`src/rtl/i2cm_pkg.sv`:
```
package i2cm_pkg;
  typedef enum logic [3:0] {
    ST_IDLE,
    ST_START_A,
    ST_START_B,
    ST_HOLD,
    ST_BIT_LO,
    ST_BIT_HI,
    ST_STOP_A,
    ST_STOP_B,
    ST_STOP_C
  } i2cm_state_e;

  localparam logic [1:0] REG_PRESC = 2'd0;
  localparam logic [1:0] REG_CTRL  = 2'd1;
  localparam logic [1:0] REG_STAT  = 2'd2;
  localparam logic [1:0] REG_DATA  = 2'd3;

  localparam int CTRL_MSEL  = 0;
  localparam int CTRL_DIRTX = 1;
  localparam int CTRL_NACK  = 2;

  localparam int STAT_DONE   = 0;
  localparam int STAT_RXNAK  = 1;
  localparam int STAT_BUSY   = 2;
  localparam int STAT_ACTIVE = 3;
endpackage

```
`src/rtl/i2cm_tick.sv`:
```
module i2cm_tick #(
  parameter int PRESC_W = 8
) (
  input  logic               clk,
  input  logic               rst,
  input  logic               restart,
  input  logic [PRESC_W-1:0] presc,
  output logic               tick
);
  logic [PRESC_W-1:0] cnt;

  assign tick = (cnt >= presc);

  always_ff @(posedge clk) begin
    if (rst || restart) cnt <= '0;
    else if (tick)      cnt <= '0;
    else                cnt <= cnt + 1'b1;
  end

  // a phase end is followed by at least one more cycle unless P is 0
  a_r3_tick_gap: assert property (@(posedge clk) disable iff (rst)
    (tick && !restart && presc != '0) |=> (!tick || presc == '0));
endmodule

```
`src/rtl/i2cm_engine.sv`:
```
module i2cm_engine
  import i2cm_pkg::*;
#(
  parameter int DATA_W = 8
) (
  input  logic              clk,
  input  logic              rst,
  input  logic              tick,
  input  logic              msel,
  input  logic              tx_go,
  input  logic              rx_go,
  input  logic [DATA_W-1:0] tx_byte,
  input  logic              nack_sel,
  input  logic              sda_in,
  output logic              restart,
  output logic              eng_idle,
  output logic              eng_hold,
  output logic              done_pulse,
  output logic              done_rx,
  output logic [DATA_W-1:0] rx_byte,
  output logic              rx_nack,
  output logic              scl_oe,
  output logic              sda_oe
);
  localparam int IDX_W = $clog2(DATA_W + 1);

  i2cm_state_e       st, st_n;
  logic [IDX_W-1:0]  idx, idx_n;
  logic [DATA_W-1:0] sh, sh_n;
  logic              samp, samp_n;
  logic              xmit, xmit_n;
  logic              nakd, nakd_n;
  logic              rxn_n;
  logic              scl_n, sda_n;

  always_comb begin
    st_n       = st;
    idx_n      = idx;
    sh_n       = sh;
    samp_n     = samp;
    xmit_n     = xmit;
    nakd_n     = nakd;
    rxn_n      = rx_nack;
    restart    = 1'b0;
    done_pulse = 1'b0;
    case (st)
      ST_IDLE:    if (msel) begin st_n = ST_START_A; restart = 1'b1; end
      ST_START_A: if (tick) st_n = ST_START_B;
      ST_START_B: if (tick) st_n = ST_HOLD;
      ST_HOLD: begin
        if (!msel) begin
          st_n    = ST_STOP_A;
          restart = 1'b1;
        end else if (tx_go || rx_go) begin
          st_n    = ST_BIT_LO;
          restart = 1'b1;
          idx_n   = IDX_W'(DATA_W);
          sh_n    = tx_go ? tx_byte : '0;
          xmit_n  = tx_go;
          nakd_n  = nack_sel;
        end
      end
      ST_BIT_LO: if (tick) begin st_n = ST_BIT_HI; samp_n = sda_in; end
      ST_BIT_HI: begin
        if (tick) begin
          if (idx == '0) begin
            st_n       = ST_HOLD;
            done_pulse = 1'b1;
            if (xmit) rxn_n = samp;
          end else begin
            st_n  = ST_BIT_LO;
            idx_n = idx - 1'b1;
            sh_n  = {sh[DATA_W-2:0], samp};
          end
        end
      end
      ST_STOP_A: if (tick) st_n = ST_STOP_B;
      ST_STOP_B: if (tick) st_n = ST_STOP_C;
      ST_STOP_C: if (tick) st_n = ST_IDLE;
      default:   st_n = ST_IDLE;
    endcase
  end

  // line levels for the state being entered, so pins and state change together
  always_comb begin
    scl_n = 1'b0;
    sda_n = 1'b0;
    case (st_n)
      ST_START_A: sda_n = 1'b1;
      ST_START_B, ST_HOLD, ST_STOP_A: begin scl_n = 1'b1; sda_n = 1'b1; end
      ST_STOP_B:  sda_n = 1'b1;
      ST_BIT_LO, ST_BIT_HI: begin
        scl_n = (st_n == ST_BIT_LO);
        if (idx_n != '0) sda_n = xmit_n ? !sh_n[DATA_W-1] : 1'b0;
        else             sda_n = xmit_n ? 1'b0 : !nakd_n;
      end
      default: ;
    endcase
  end

  always_ff @(posedge clk) begin
    if (rst) begin
      st      <= ST_IDLE;
      idx     <= '0;
      sh      <= '0;
      samp    <= 1'b0;
      xmit    <= 1'b0;
      nakd    <= 1'b0;
      rx_nack <= 1'b0;
      scl_oe  <= 1'b0;
      sda_oe  <= 1'b0;
    end else begin
      st      <= st_n;
      idx     <= idx_n;
      sh      <= sh_n;
      samp    <= samp_n;
      xmit    <= xmit_n;
      nakd    <= nakd_n;
      rx_nack <= rxn_n;
      scl_oe  <= scl_n;
      sda_oe  <= sda_n;
    end
  end

  assign eng_idle = (st == ST_IDLE);
  assign eng_hold = (st == ST_HOLD);
  assign done_rx  = done_pulse && !xmit;
  assign rx_byte  = sh;

  // SDA never moves during a high SCL phase of a data bit
  a_r4_sda_stable_high: assert property (@(posedge clk) disable iff (rst)
    (st == ST_BIT_HI && $past(st) == ST_BIT_HI) |-> $stable(sda_oe));
  // start phase has SDA pulled and SCL released
  a_r2_start_order: assert property (@(posedge clk) disable iff (rst)
    (st == ST_START_A) |-> (sda_oe && !scl_oe));
  // free bus means both lines released
  a_r10_idle_free: assert property (@(posedge clk) disable iff (rst)
    (st == ST_IDLE) |-> (!scl_oe && !sda_oe));
  // never asked to send and receive at once
  a_r7_single_go: assert property (@(posedge clk) disable iff (rst)
    !(tx_go && rx_go));
endmodule

```
`src/rtl/i2cm_regs.sv`:
```
module i2cm_regs
  import i2cm_pkg::*;
#(
  parameter int DATA_W  = 8,
  parameter int PRESC_W = 8
) (
  input  logic               clk,
  input  logic               rst,
  input  logic               bus_sel,
  input  logic               bus_wr,
  input  logic [1:0]         bus_addr,
  input  logic [DATA_W-1:0]  bus_wdata,
  output logic [DATA_W-1:0]  bus_rdata,
  input  logic               eng_idle,
  input  logic               eng_hold,
  input  logic               done_pulse,
  input  logic               done_rx,
  input  logic [DATA_W-1:0]  rx_byte,
  input  logic               rx_nack,
  output logic [PRESC_W-1:0] presc,
  output logic               msel,
  output logic               dir_tx,
  output logic               nack_sel,
  output logic               tx_go,
  output logic               rx_go,
  output logic [DATA_W-1:0]  tx_byte
);
  logic              done_q;
  logic [DATA_W-1:0] data_q;
  logic              wr_any, rd_any, active;

  assign wr_any  = bus_sel && bus_wr;
  assign rd_any  = bus_sel && !bus_wr;
  assign active  = !eng_idle && !eng_hold;
  assign tx_go   = wr_any && bus_addr == REG_DATA && dir_tx && msel && eng_hold;
  assign rx_go   = rd_any && bus_addr == REG_DATA && !dir_tx && msel && eng_hold;
  assign tx_byte = bus_wdata;

  always_ff @(posedge clk) begin
    if (rst) begin
      presc    <= '0;
      msel     <= 1'b0;
      dir_tx   <= 1'b0;
      nack_sel <= 1'b0;
      done_q   <= 1'b0;
      data_q   <= '0;
    end else begin
      if (wr_any && bus_addr == REG_PRESC) presc <= bus_wdata[PRESC_W-1:0];
      if (wr_any && bus_addr == REG_CTRL) begin
        msel     <= bus_wdata[CTRL_MSEL];
        dir_tx   <= bus_wdata[CTRL_DIRTX];
        nack_sel <= bus_wdata[CTRL_NACK];
      end
      if (done_pulse) done_q <= 1'b1;
      else if (wr_any && bus_addr == REG_STAT && bus_wdata[STAT_DONE]) done_q <= 1'b0;
      if (tx_go)        data_q <= bus_wdata;
      else if (done_rx) data_q <= rx_byte;
    end
  end

  always_comb begin
    bus_rdata = '0;
    case (bus_addr)
      REG_PRESC: bus_rdata[PRESC_W-1:0] = presc;
      REG_CTRL: begin
        bus_rdata[CTRL_MSEL]  = msel;
        bus_rdata[CTRL_DIRTX] = dir_tx;
        bus_rdata[CTRL_NACK]  = nack_sel;
      end
      REG_STAT: begin
        bus_rdata[STAT_DONE]   = done_q;
        bus_rdata[STAT_RXNAK]  = rx_nack;
        bus_rdata[STAT_BUSY]   = !eng_idle;
        bus_rdata[STAT_ACTIVE] = active;
      end
      default: bus_rdata = data_q;
    endcase
  end

  // write-one clears the done flag when no completion coincides
  a_r6_done_w1c: assert property (@(posedge clk) disable iff (rst)
    (wr_any && bus_addr == REG_STAT && bus_wdata[STAT_DONE] && !done_pulse) |=> !done_q);
  // data writes during a sequence leave the stored byte alone
  a_r11_data_hold: assert property (@(posedge clk) disable iff (rst)
    (wr_any && bus_addr == REG_DATA && active && !done_rx) |=> $stable(data_q));
endmodule

```
`src/rtl/i2c_byte_master.sv`:
```
module i2c_byte_master #(
  parameter int DATA_W  = 8,
  parameter int PRESC_W = 8
) (
  input  logic              clk,
  input  logic              rst,
  input  logic              bus_sel,
  input  logic              bus_wr,
  input  logic [1:0]        bus_addr,
  input  logic [DATA_W-1:0] bus_wdata,
  output logic [DATA_W-1:0] bus_rdata,
  input  logic              sda_in,
  output logic              scl_oe,
  output logic              sda_oe
);
  logic [PRESC_W-1:0] presc;
  logic               msel, dir_tx, nack_sel, tx_go, rx_go;
  logic [DATA_W-1:0]  tx_byte, rx_byte;
  logic               tick, restart, eng_idle, eng_hold;
  logic               done_pulse, done_rx, rx_nack;

  i2cm_regs #(.DATA_W(DATA_W), .PRESC_W(PRESC_W)) u_regs (
    .clk(clk), .rst(rst),
    .bus_sel(bus_sel), .bus_wr(bus_wr), .bus_addr(bus_addr),
    .bus_wdata(bus_wdata), .bus_rdata(bus_rdata),
    .eng_idle(eng_idle), .eng_hold(eng_hold),
    .done_pulse(done_pulse), .done_rx(done_rx),
    .rx_byte(rx_byte), .rx_nack(rx_nack),
    .presc(presc), .msel(msel), .dir_tx(dir_tx), .nack_sel(nack_sel),
    .tx_go(tx_go), .rx_go(rx_go), .tx_byte(tx_byte)
  );

  i2cm_tick #(.PRESC_W(PRESC_W)) u_tick (
    .clk(clk), .rst(rst), .restart(restart), .presc(presc), .tick(tick)
  );

  i2cm_engine #(.DATA_W(DATA_W)) u_eng (
    .clk(clk), .rst(rst), .tick(tick), .msel(msel),
    .tx_go(tx_go), .rx_go(rx_go), .tx_byte(tx_byte), .nack_sel(nack_sel),
    .sda_in(sda_in), .restart(restart),
    .eng_idle(eng_idle), .eng_hold(eng_hold),
    .done_pulse(done_pulse), .done_rx(done_rx),
    .rx_byte(rx_byte), .rx_nack(rx_nack),
    .scl_oe(scl_oe), .sda_oe(sda_oe)
  );
endmodule

```
`config.mk`:
```
export PLATFORM = sky130hd
export DESIGN_NAME = i2c_byte_master
export DESIGN_NICKNAME = d
export VERILOG_FILES = /design/src/rtl/i2cm_pkg.sv /design/src/rtl/i2cm_tick.sv /design/src/rtl/i2cm_engine.sv /design/src/rtl/i2cm_regs.sv /design/src/rtl/i2c_byte_master.sv
export SDC_FILE = /design/constraint.sdc
export NUM_CORES = 1
export LEC_CHECK = 0
export ABC_CLOCK_PERIOD_IN_PS = 2600
export BUFFER_PORTS_ARGS = -buffer_cell sky130_fd_sc_hd__buf_2
export CAP_MARGIN = 5
export CORE_MARGIN = 1.5
export CORE_UTILIZATION = 25
export DETAILED_ROUTE_END_ITERATION = 10
export PLACE_DENSITY = 0.49
export SYNTH_ARGS = -nofsm -noshare
export SYNTH_HDL_FRONTEND = slang
export SYNTH_SLANG_ARGS = --single-unit
```
`constraint.sdc`:
```
create_clock -name clk -period 2.6 [get_ports clk]
set_input_delay 0.52 -clock clk [delete_from_list [all_inputs] [get_ports clk]]
set_output_delay 0.52 -clock clk [all_outputs]
set_load 0.02 [all_outputs]
```
* Yosys cells after proc, flatten, opt, wreduce, memory -nomap -nowiden
Cells that the tools add are included.
W data, S select, Z words.
** Cells by class
- Eq/ne operators :: 22
- $lt $le $gt $ge :: 1
- Reductions and logical operators :: 40
- Add/sub/neg operators :: 2
- Multiplexer cells :: 48
** Operators by type and width (number)
- $mux W4 :: 14
- $mux W8 :: 7
- $pmux W4 S9 :: 1
- $eq A4 B3 Y1 const B :: 8
- $mux W1 :: 17
- $eq A4 B2 Y1 const B :: 4
- $logic_and A1 B1 Y1 :: 16
- $pmux W4 S2 :: 2
- $pmux W8 S2 :: 1
- $pmux W3 S3 :: 1
- $add A8 B1 Y8 const B :: 1
- $eq A4 B1 Y1 const B :: 2
- $ge A8 B8 Y1 :: 1
- $logic_not A4 Y1 :: 2
- $logic_not A1 Y1 :: 7
- $ne A2 B2 Y1 const B :: 3
- $pmux W1 S2 :: 3
- $reduce_bool A2 Y1 :: 3
- $reduce_or A2 Y1 :: 3
- $reduce_and A5 Y1 :: 1
- $reduce_or A5 Y1 :: 1
- $eq A2 B2 Y1 const B :: 2
- $eq A4 B4 Y1 const B :: 1
- $reduce_and A4 Y1 :: 1
- other kinds (10) :: 11
** Storage, ports and cells
- Input port bits :: 15
- Flip-flop bits (word level) :: 50
- Output and inout bits :: 10
- Word-level logic and storage cells :: 130

* Depth between registers and ports, before layout
Gate-level depths: netlist of the first run.
- Depth after elaboration :: 14
- Depth in mapped cells :: 10
- Depth with buffers taken out :: 9

* By module
A second synthesis of the first run with hierarchy kept.
** Unflattened totals
- Cells, all modules :: 313
- Area, all modules :: 2906.5 um^2
** By module, submodules not included
- i2cm_engine :: cells an instance 150, instances 1, sequential area each 440.4 um^2, area an instance 1247.4 um^2
- i2cm_regs :: cells an instance 105, instances 1, sequential area each 400.4 um^2, area an instance 1126.1 um^2
- i2cm_tick :: cells an instance 58, instances 1, sequential area each 160.2 um^2, area an instance 533.0 um^2

* Worst setup path after synthesis of the first run
OpenSTA, ideal clock, no wires.
- Kind :: register to register
- From :: register u_regs.presc[2]
- To :: register u_eng.sda_oe
- Clock period less this slack :: 2.345 ns
- Stages on the path, launching flop included :: 11
- Buffers on the path :: 1
- Arrival time :: 2.269 ns
- Library setup time :: 0.077 ns
- Required time :: 2.523 ns
- Setup slack :: 0.255 ns
- Path through :: dfxtp_1 -> inv_1 -> ha_1 -> or4_1 -> a21oi_2 -> o31a_2 -> buf_6 -> nor3b_1 -> mux2_4 -> a211o_1 -> a41oi_2
** On the way
- Word-level cells in the longest chain between the ends :: 7
- Elaborated cells between the ends (all ways) :: 27
- Those cells by class :: 1 x order compare; 7 x eq/ne; 15 x mux; 4 x reduce/logical
** RTL lines
- start, declared :: RTL line i2cm_regs.sv:20 : output logic [PRESC_W-1:0] presc,
- start signal, assigned :: RTL line i2cm_regs.sv:48 : if (wr_any && bus_addr == REG_PRESC) presc <= bus_wdata[PRESC_W-1:0];
- $ge A8 B8 Y1 * :: RTL line i2cm_tick.sv:12 : assign tick = (cnt >= presc);
- branches (longest 5 deep; another with $pmux W4 S9)
- $pmux W1 S2 * :: RTL line i2cm_engine.sv:88 : case (st_n)
- end signal, assigned :: RTL line i2cm_engine.sv:121 : sda_oe <= sda_n;
- end, declared :: RTL line i2cm_engine.sv:23 : output logic sda_oe
Mark *: on every way between the ends. The select of a mux whose other input is x is not followed.
A chain may end at the register's enable or synchronous reset.

* Worst setup path after layout of the first run
- From :: register u_regs.presc[7]
- To :: register u_eng.sda_oe
The elaborated chain is that of the path after synthesis.

==> results of run 1 <==
-- registers in the layout (all words and copies together) (netlist names), 4 cells and up --
name           flops
u_eng.idx          4
u_eng.rx_byte      8
u_eng.st           4
u_regs.data_q      8
u_regs.presc       8
u_tick.cnt         8
-- final cells by class --
class,instances,area share [%]
inverter,16,1.921
clock inverter,3,0.8003
sequential,50,32.05
clock buffer,5,2.201
multi-input combinational,247,50.38
timing repair buffer,38,7.203
tap,136,5.442
-- power groups by stage --
stage | clock network (W) | logic (W) | registers [W]
6_report | 0.000475 | 0.000127 | 0.000782
5_1_grt | 0.000533 | 0.000139 | 0.000783
4_1_cts | 0.000503 | 0.000126 | 0.000782
3_5_place_dp | 0 | 0.000126 | 0.000799
3_3_place_gp | 0 | 0.000124 | 0.000800
2_1_floorplan | 0 | 0.0000779 | 0.000797
-- stage by stage --
stage          utilization [%]  std cells
3_5_place_dp             29.03        487
6_report                 30.02        495
5_1_grt                  30.02        495
3_3_place_gp             29.03        487
2_1_floorplan                -        331
4_1_cts                  29.93        495
-- metal layers --
layer	wire, um	share of wire [%]
met5	0	0
met4	54	0.76
met3	317	4.4
met2	3085	43
met1	3678	52
-- worst min-delay path, delay by kind of cell --
family	cells	cell delay [ps]
buffers and inverters	1	80
muxes	1	50
and+or+nand+nor	1	70
-- placed cells by master (no fill, tap or decap), types with 3 or more instances in the layout --
cell type / Yosys / final
inv_1: 16 / 16
o31ai_1: 3 / 3
nand2_1: 49 / 49
nor3b_1: 3 / 3
mux2i_1: 15 / 15
buf_2: 1 / 24
nand3_1: 22 / 22
buf_4: 0 / 14
dfxtp_1: 50 / 49
and3_1: 3 / 3
nor3_1: 7 / 7
xnor2_1: 4 / 4
a21oi_1: 20 / 20
clkbuf_8: 0 / 5
nor2_1: 38 / 38
a22o_1: 5 / 5
mux4_2: 3 / 3
a211oi_1: 9 / 9
nand4_1: 3 / 3
nor2b_1: 4 / 4
ha_1: 10 / 10
a31oi_1: 8 / 8
nand2b_1: 3 / 3
o21ai_0: 5 / 5
xor2_1: 3 / 3
-- synth_stat cells, types with 3 or more instances --
cell / number / area, um^2
mux4_2: 3 / 67.56
o21ai_0: 5 / 25.02
a21oi_1: 20 / 100.1
o31ai_1: 3 / 22.52
xor2_1: 3 / 26.28
nor2_1: 38 / 142.6
nor3b_1: 3 / 22.52
nand4_1: 3 / 18.77
dfxtp_1: 50 / 1001
mux2i_1: 15 / 150.1
xnor2_1: 4 / 35.03
a211oi_1: 9 / 67.56
nor3_1: 7 / 35.03
nand3_1: 22 / 110.1
and3_1: 3 / 18.77
inv_1: 16 / 60.06
a31oi_1: 8 / 50.05
nand2_1: 49 / 183.9
nand2b_1: 3 / 18.77
ha_1: 10 / 125.1
a22o_1: 5 / 43.79
nor2b_1: 4 / 25.02
clkbuf_1: 14 / 52.55
-- final timing paths --
kind	cells past startpoint	end	startpoint	slack, ps
min reg2reg	2	u_regs.presc[2]	u_regs.presc[2]	480
min	3	u_eng.samp	sda_in	450
max reg2reg	8	u_eng.sda_oe	u_regs.presc[7]	70
max	8	u_eng.sda_oe	u_regs.presc[7]	70
-- logic make-up (layout without fill, tap and decap cells) --
group / after synthesis / after routing / share of synthesized area (%)
simple gates: 145 / 145 / 25.67
compound gates: 66 / 66 / 16.79
fa+ha+maj: 10 / 10 / 4.625
mux: 19 / 19 / 8.603
flops: 50 / 50 / 37.00
xor+xnor: 7 / 7 / 2.266
buf+inv: 34 / 62 / 5.042
-- repair_timing --
item,in CTS,in global routing
hold endpoints to repair,0,0
hold buffers,0,0
setup endpoints to repair,0,1
resized for setup,0,2
==> results.py, run 1 <==
metrics = {
    "synthesis": {
        "synth_nets": 356,
        "synthCells": 331,
        "avgSynthCellArea_um2": 8.172,
        "synth_area_um2": 2705,
        "synth-edff-count": 0,
        "synth.distinct_cells": 52,
        "synth-async-reset-ratio_pct": 0,
        "ys_warn_count": 0,
        "ys_seq_area_share_pct": 37.00,
        "yosys_most_used_dff": "dfxtp_1",
        "yosys_register_bits": 50,
    },
    "finish": {
        "fin_area_um2": 3127,
        "diodes": 0,
        "syn2layout_area_growth_pct": 15.59,
        "multi_input_area_um2": 1575,
        "drive_gt1_share_pct": 15.88,
        "nFillCells": 1133,
        "layout.nets": 383,
        "ff_latch_area_um2": 1002,
    },
    "sta": {
        "clock.fmax_mhz": 395.5,
        "setup_viol": 0,
        "skew_ps": 8.527,
        "drv_slew": 0,
        "hold_ws_ps": 449.3,
        "worst-slew-pin-transition_ps": 549.0,
        "layout_setup_ws_ps": 71.44,
        "finalCriticalPeriod_ps": 2529,
        "slew_headroom_pct": 63.40,
        "period_share_pct": 97.25,
        "finalHoldViolCount": 0,
        "fin_setup_tns_ps": 0,
    },
    "placed_design": {
        "place_congestion": 0.8066,
        "port_buffers": 24,
        "dpl_cell_area_um2": 3024,
        "place_ws_ps": 118.9,
        "dp_hpwl_um": 5323,
    },
    "grt": {
        "grt_util_met3_pct": 2.614,
        "top_usage_layer": "met1",
        "grt_use_total_pct": 12.53,
        "globalRouteMet1Util_pct": 19.56,
        "grt-ovfl-total": 0,
        "grt_pass1_wl_um": 11430,
        "antenna_found_initial": 0,
        "grtUsageMet2_pct": 17.20,
        "grt_max_degree": 33,
        "grt_pass1_vias": 2150,
    },
    "die": {
        "die_area_um2": 11450,
        "initial_utilization_pct": 25.97,
        "rows": 37,
        "die_w_um": 107.0,
        "core_area_um2": 10420,
        "die_h_um": 107.0,
        "io_pins": 25,
    },
    "detailed_routing": {
        "vias_per_cell": 4.861,
        "postRouteAntennaNets": 0,
        "routedWlPerCell_um": 14.42,
        "wl_um": 7136,
        "drt_iter0_markers": 133,
        "dr_total_vias": 2406,
        "first_pass_iters": 4,
        "drcViolationCount": 0,
    },
    "pwr": {
        "internal-power_w": 0.001017,
        "p_clk_share_pct": 34.3,
        "p_per_area_nw_per_um2": 442.6,
        "switchingPower_w": 0.0003669,
        "comb_power_share_pct": 9.2,
        "swShare_pct": 26.51,
        "finalPower_w": 0.001384,
        "p_seq_share_pct": 56.5,
        "vdd_drop_max_mv": 0.2075,
        "leakage_nw": 1.153,
    },
    "worst_setup_path": {
        "crit_buf_inv": 1,
        "cp_top_family": "compound AO/OA/AOI/OAI gates",
        "crit_required_ps": 2830,
        "slowest_delay_ps": 430,
        "start_kind": "flop",
        "arrival_ps": 2750,
        "slowest_stage": "o31a_4",
        "crit_chain": "inv_1 -> ha_1 -> a41oi_1 -> o31a_4 -> nor3b_1 -> mux2_4 -> a211o_1 -> a41oi_2",
        "worstPathMaxFanout": 9,
        "cp-end-kind": "flop",
        "critPathKind": "reg2reg",
    },
    "clock_tree": {
        "cts_buffers": 5,
        "path_clk_slew_ps": 100,
        "root_buffer": "clkbuf_8",
        "postCtsSetupRepairBufs": 0,
        "h-tree-depth": 2,
        "clock-sinks": 50,
        "clock_latency_ps": 310,
        "cts_tree": "yes",
        "ctsLongestPathBuffers": 2,
    },
    "worst_hold_path": {
        "hold_class": "in2reg",
    },
    "run": {
        "drv_cap": 0,
    },
    "status": {
        "status": "finished, final reports clean",
    },
}
Power figures use the tool's default switching activity.
==> run 2: changes to the inputs <==
--- a/config.mk
+++ b/config.mk
@@ -5,6 +5,7 @@
 export SDC_FILE = /design/constraint.sdc
 export NUM_CORES = 1
 export LEC_CHECK = 0
+export ABC_AREA = 1
 export ABC_CLOCK_PERIOD_IN_PS = 2600
 export BUFFER_PORTS_ARGS = -buffer_cell sky130_fd_sc_hd__buf_2
 export CAP_MARGIN = 5
==> run 2 against run 1 <==
Design area is 1.6% higher. Critical endpoint is now bus_rdata[3]. Sequential power up 1%. Largest cell class unchanged. Worst setup slack improved by 330 ps. Sequential share of layout area shrank 0.56 points. Synthesized area is 3.7% higher. Utilization decreased by 0.83 points. Via count up 12%. Register-to-register slack better by 340 ps. Hold slack better by 19 ps. Clock power grew 21%. Global-route usage grew 1.5 points.
==> results.py, run 2 <==
metrics = {
    "synthesis": {
        "ys_seq_area_share_pct": 35.67,
        "yosys_most_used_dff": "dfxtp_1",
        "muxShareOfSynthArea_pct": 0,
        "synth_top_area_share_pct": 35.67,
        "synth-async-reset-ratio_pct": 0,
        "synthSimpleGateAreaFrac_pct": 32.14,
        "ys_warn_count": 0,
        "synthCells": 413,
        "synth-xor-area-share_pct": 1.872,
        "synth_nets": 438,
        "yosys_register_bits": 50,
        "synth_common_cells": "91 x nand2_1, 53 x inv_1, 50 x dfxtp_1",
        "synth_top_family_by_area": "simple AND/OR/NAND/NOR gates",
        "synth_area_leaders": "dfxtp_1 36%, nand2_1 12%, inv_1 7.1%",
        "synth_compound_area_share_pct": 16.72,
        "synth_fa_ha_area_share_pct": 4.458,
        "synth-edff-count": 0,
        "synth_most_common_cell": "nand2_1",
        "synth_area_um2": 2806,
        "yosysTopAreaCell": "dfxtp_1",
        "synth.distinct_cells": 34,
        "avgSynthCellArea_um2": 6.795,
    },
    "clock_tree": {
        "postCtsSetupRepairBufs": 0,
        "cts_tree": "yes",
        "h-tree-depth": 2,
        "hold_buffers": 0,
        "ctsLongestPathBuffers": 2,
        "path_clk_slew_ps": 100,
        "clock-sinks": 50,
        "root_buffer": "clkbuf_8",
        "cts_buffers": 5,
        "clock_latency_ps": 310,
    },
    "finish": {
        "layout_common_cells": "91 x nand2_1, 53 x inv_1, 50 x dfxtp_1",
        "syn2layout_area_growth_pct": 13.24,
        "drive_gt1_share_pct": 12.59,
        "layout.nets": 461,
        "nFillCells": 1195,
        "diodes": 0,
        "layout_commonest_cell": "nand2_1",
        "fin_area_um2": 3178,
    },
    "pwr": {
        "vdd_drop_max_mv": 0.2144,
        "leakage_nw": 1.317,
        "p_per_area_nw_per_um2": 480.9,
    },
    "sta": {
        "slew_headroom_pct": 54.15,
        "layout_setup_ws_ps": 401.2,
        "skew_ps": 8.389,
        "finalCriticalPeriod_ps": 2199,
        "period_share_pct": 84.57,
        "drv_slew": 0,
        "hold_ws_ps": 468.8,
        "rsz0062_at_grt": "no",
        "fin_setup_tns_ps": 0,
        "setup_viol": 0,
        "clock.fmax_mhz": 454.8,
        "finalHoldViolCount": 0,
        "worst-slew-pin-transition_ps": 686.9,
    },
    "grt": {
        "grt_use_total_pct": 13.99,
        "grt_max_degree": 25,
        "grt_pass1_vias": 2635,
        "antenna_found_initial": 0,
        "grt_pass1_wl_um": 12820,
        "grt-ovfl-total": 0,
    },
    "die": {
        "io_pins": 25,
        "initial_utilization_pct": 25.78,
        "die_w_um": 109.0,
        "die_area_um2": 11870,
        "die_h_um": 109.0,
        "core_area_um2": 10890,
        "rows": 38,
    },
    "placed_design": {
        "place_congestion": 0.8413,
        "place_ws_ps": 309.2,
        "port_buffers": 24,
        "dp_hpwl_um": 5963,
        "dpl_cell_area_um2": 3059,
    },
    "worst_setup_path": {
        "arrival_ps": 1680,
        "slowest_delay_ps": 510,
        "start_kind": "flop",
        "cp-end-kind": "output pin",
        "slowest_stage": "dfxtp_1",
        "crit_chain": "nor2_1 -> inv_1 -> nor2_1 -> inv_1 -> nand2_1 -> o221ai_1 -> buf_2",
        "worstPathMaxFanout": 7,
        "crit_required_ps": 2080,
        "critPathKind": "reg2out",
        "r2r_cells": 15,
    },
    "detailed_routing": {
        "first_pass_iters": 4,
        "wl_um": 7692,
        "dr_total_vias": 2698,
        "vias_per_cell": 4.676,
        "drcViolationCount": 0,
        "postRouteAntennaNets": 0,
        "drt_iter0_markers": 234,
        "routedWlPerCell_um": 13.33,
    },
    "run": {
        "drv_cap": 0,
    },
    "worst_hold_path": {
        "hold_class": "reg2reg",
        "hold_depth": 2,
    },
    "status": {
        "status": "finished, final reports clean",
    },
}
[run 2: per-layer routing]
layer / track usage (%) / vias up / share of wire [%]
met5: 0 / - / 0
met1: 19.30 / 1229 / 50
met4: 3.947 / 0 / 0.95
met2: 22.32 / 52 / 44
met3: 2.391 / 4 / 4.6
li1: - / 1413 / -
[run 2: path summary, 6_finish.rpt]
check                                     start       endpoint  slack, ps
worst min register to register    u_eng.rx_nack  u_eng.rx_nack        470
worst max register to register  u_regs.presc[3]   u_eng.scl_oe        410
worst min-delay path              u_eng.rx_nack  u_eng.rx_nack        470
worst max-delay path                u_eng.st[0]   bus_rdata[3]        400
[run 2: stage by stage]
| step | instances | total power (W) | util [%] |
|---|---|---|---|
| after floorplan | 413 | 0.0009178 | - |
| after global placement | 569 | 0.0009678 | 28.10 |
| after detailed placement | 569 | 0.0009701 | 28.10 |
| after CTS | 577 | 0.001548 | 29.14 |
| after global routing | 577 | 0.001598 | 29.19 |
| final | 577 | 0.001528 | 29.19 |
[run 2: critical path: cells and delay by family (launching register included)]
family / cells / cell delay [ps]
buffers and inverters: 3 / 390
AO/OA/AOI/OAI: 1 / 220
flip-flops: 1 / 510
AND/OR/NAND/NOR: 3 / 250
[run 2: what timing repair did]
item | 4_1_cts | 5_1_grt
gates resized for setup | 0 | 1
setup endpoints to repair | 0 | 1
endpoints found under the hold margin | 0 | 0
[run 2: logic make-up after synthesis]
group	count (synthesis)
AOI/OAI and AO/OA	84
and+or+nand+nor	198
buffers and inverters	65
xor gates and xnor gates	6
DFF	50
adders and majority gates	10
[run 2: power by group]
part	leakage (nW)	internal [W]	switching, W	total, W
Sequential	0.404	0.000779	0.0000119	0.000791
Combinational	0.863	0.0000472	0.000115	0.000162
Clock	0.0504	0.000287	0.000288	0.000575
Total	1.32	0.00111	0.000415	0.00153
[run 2: layout make-up]
cell class	instances	area [um^2]	share of cell area, %
Tap cell	140	175.2	5.512
Clock inverter	3	45.04	1.417
Inverter	57	214.0	6.732
Sequential cell	50	1001	31.50
Timing Repair Buffer	24	120.1	3.780
Clock buffer	5	68.82	2.165
Multi-Input combinational cell	298	1554	48.90
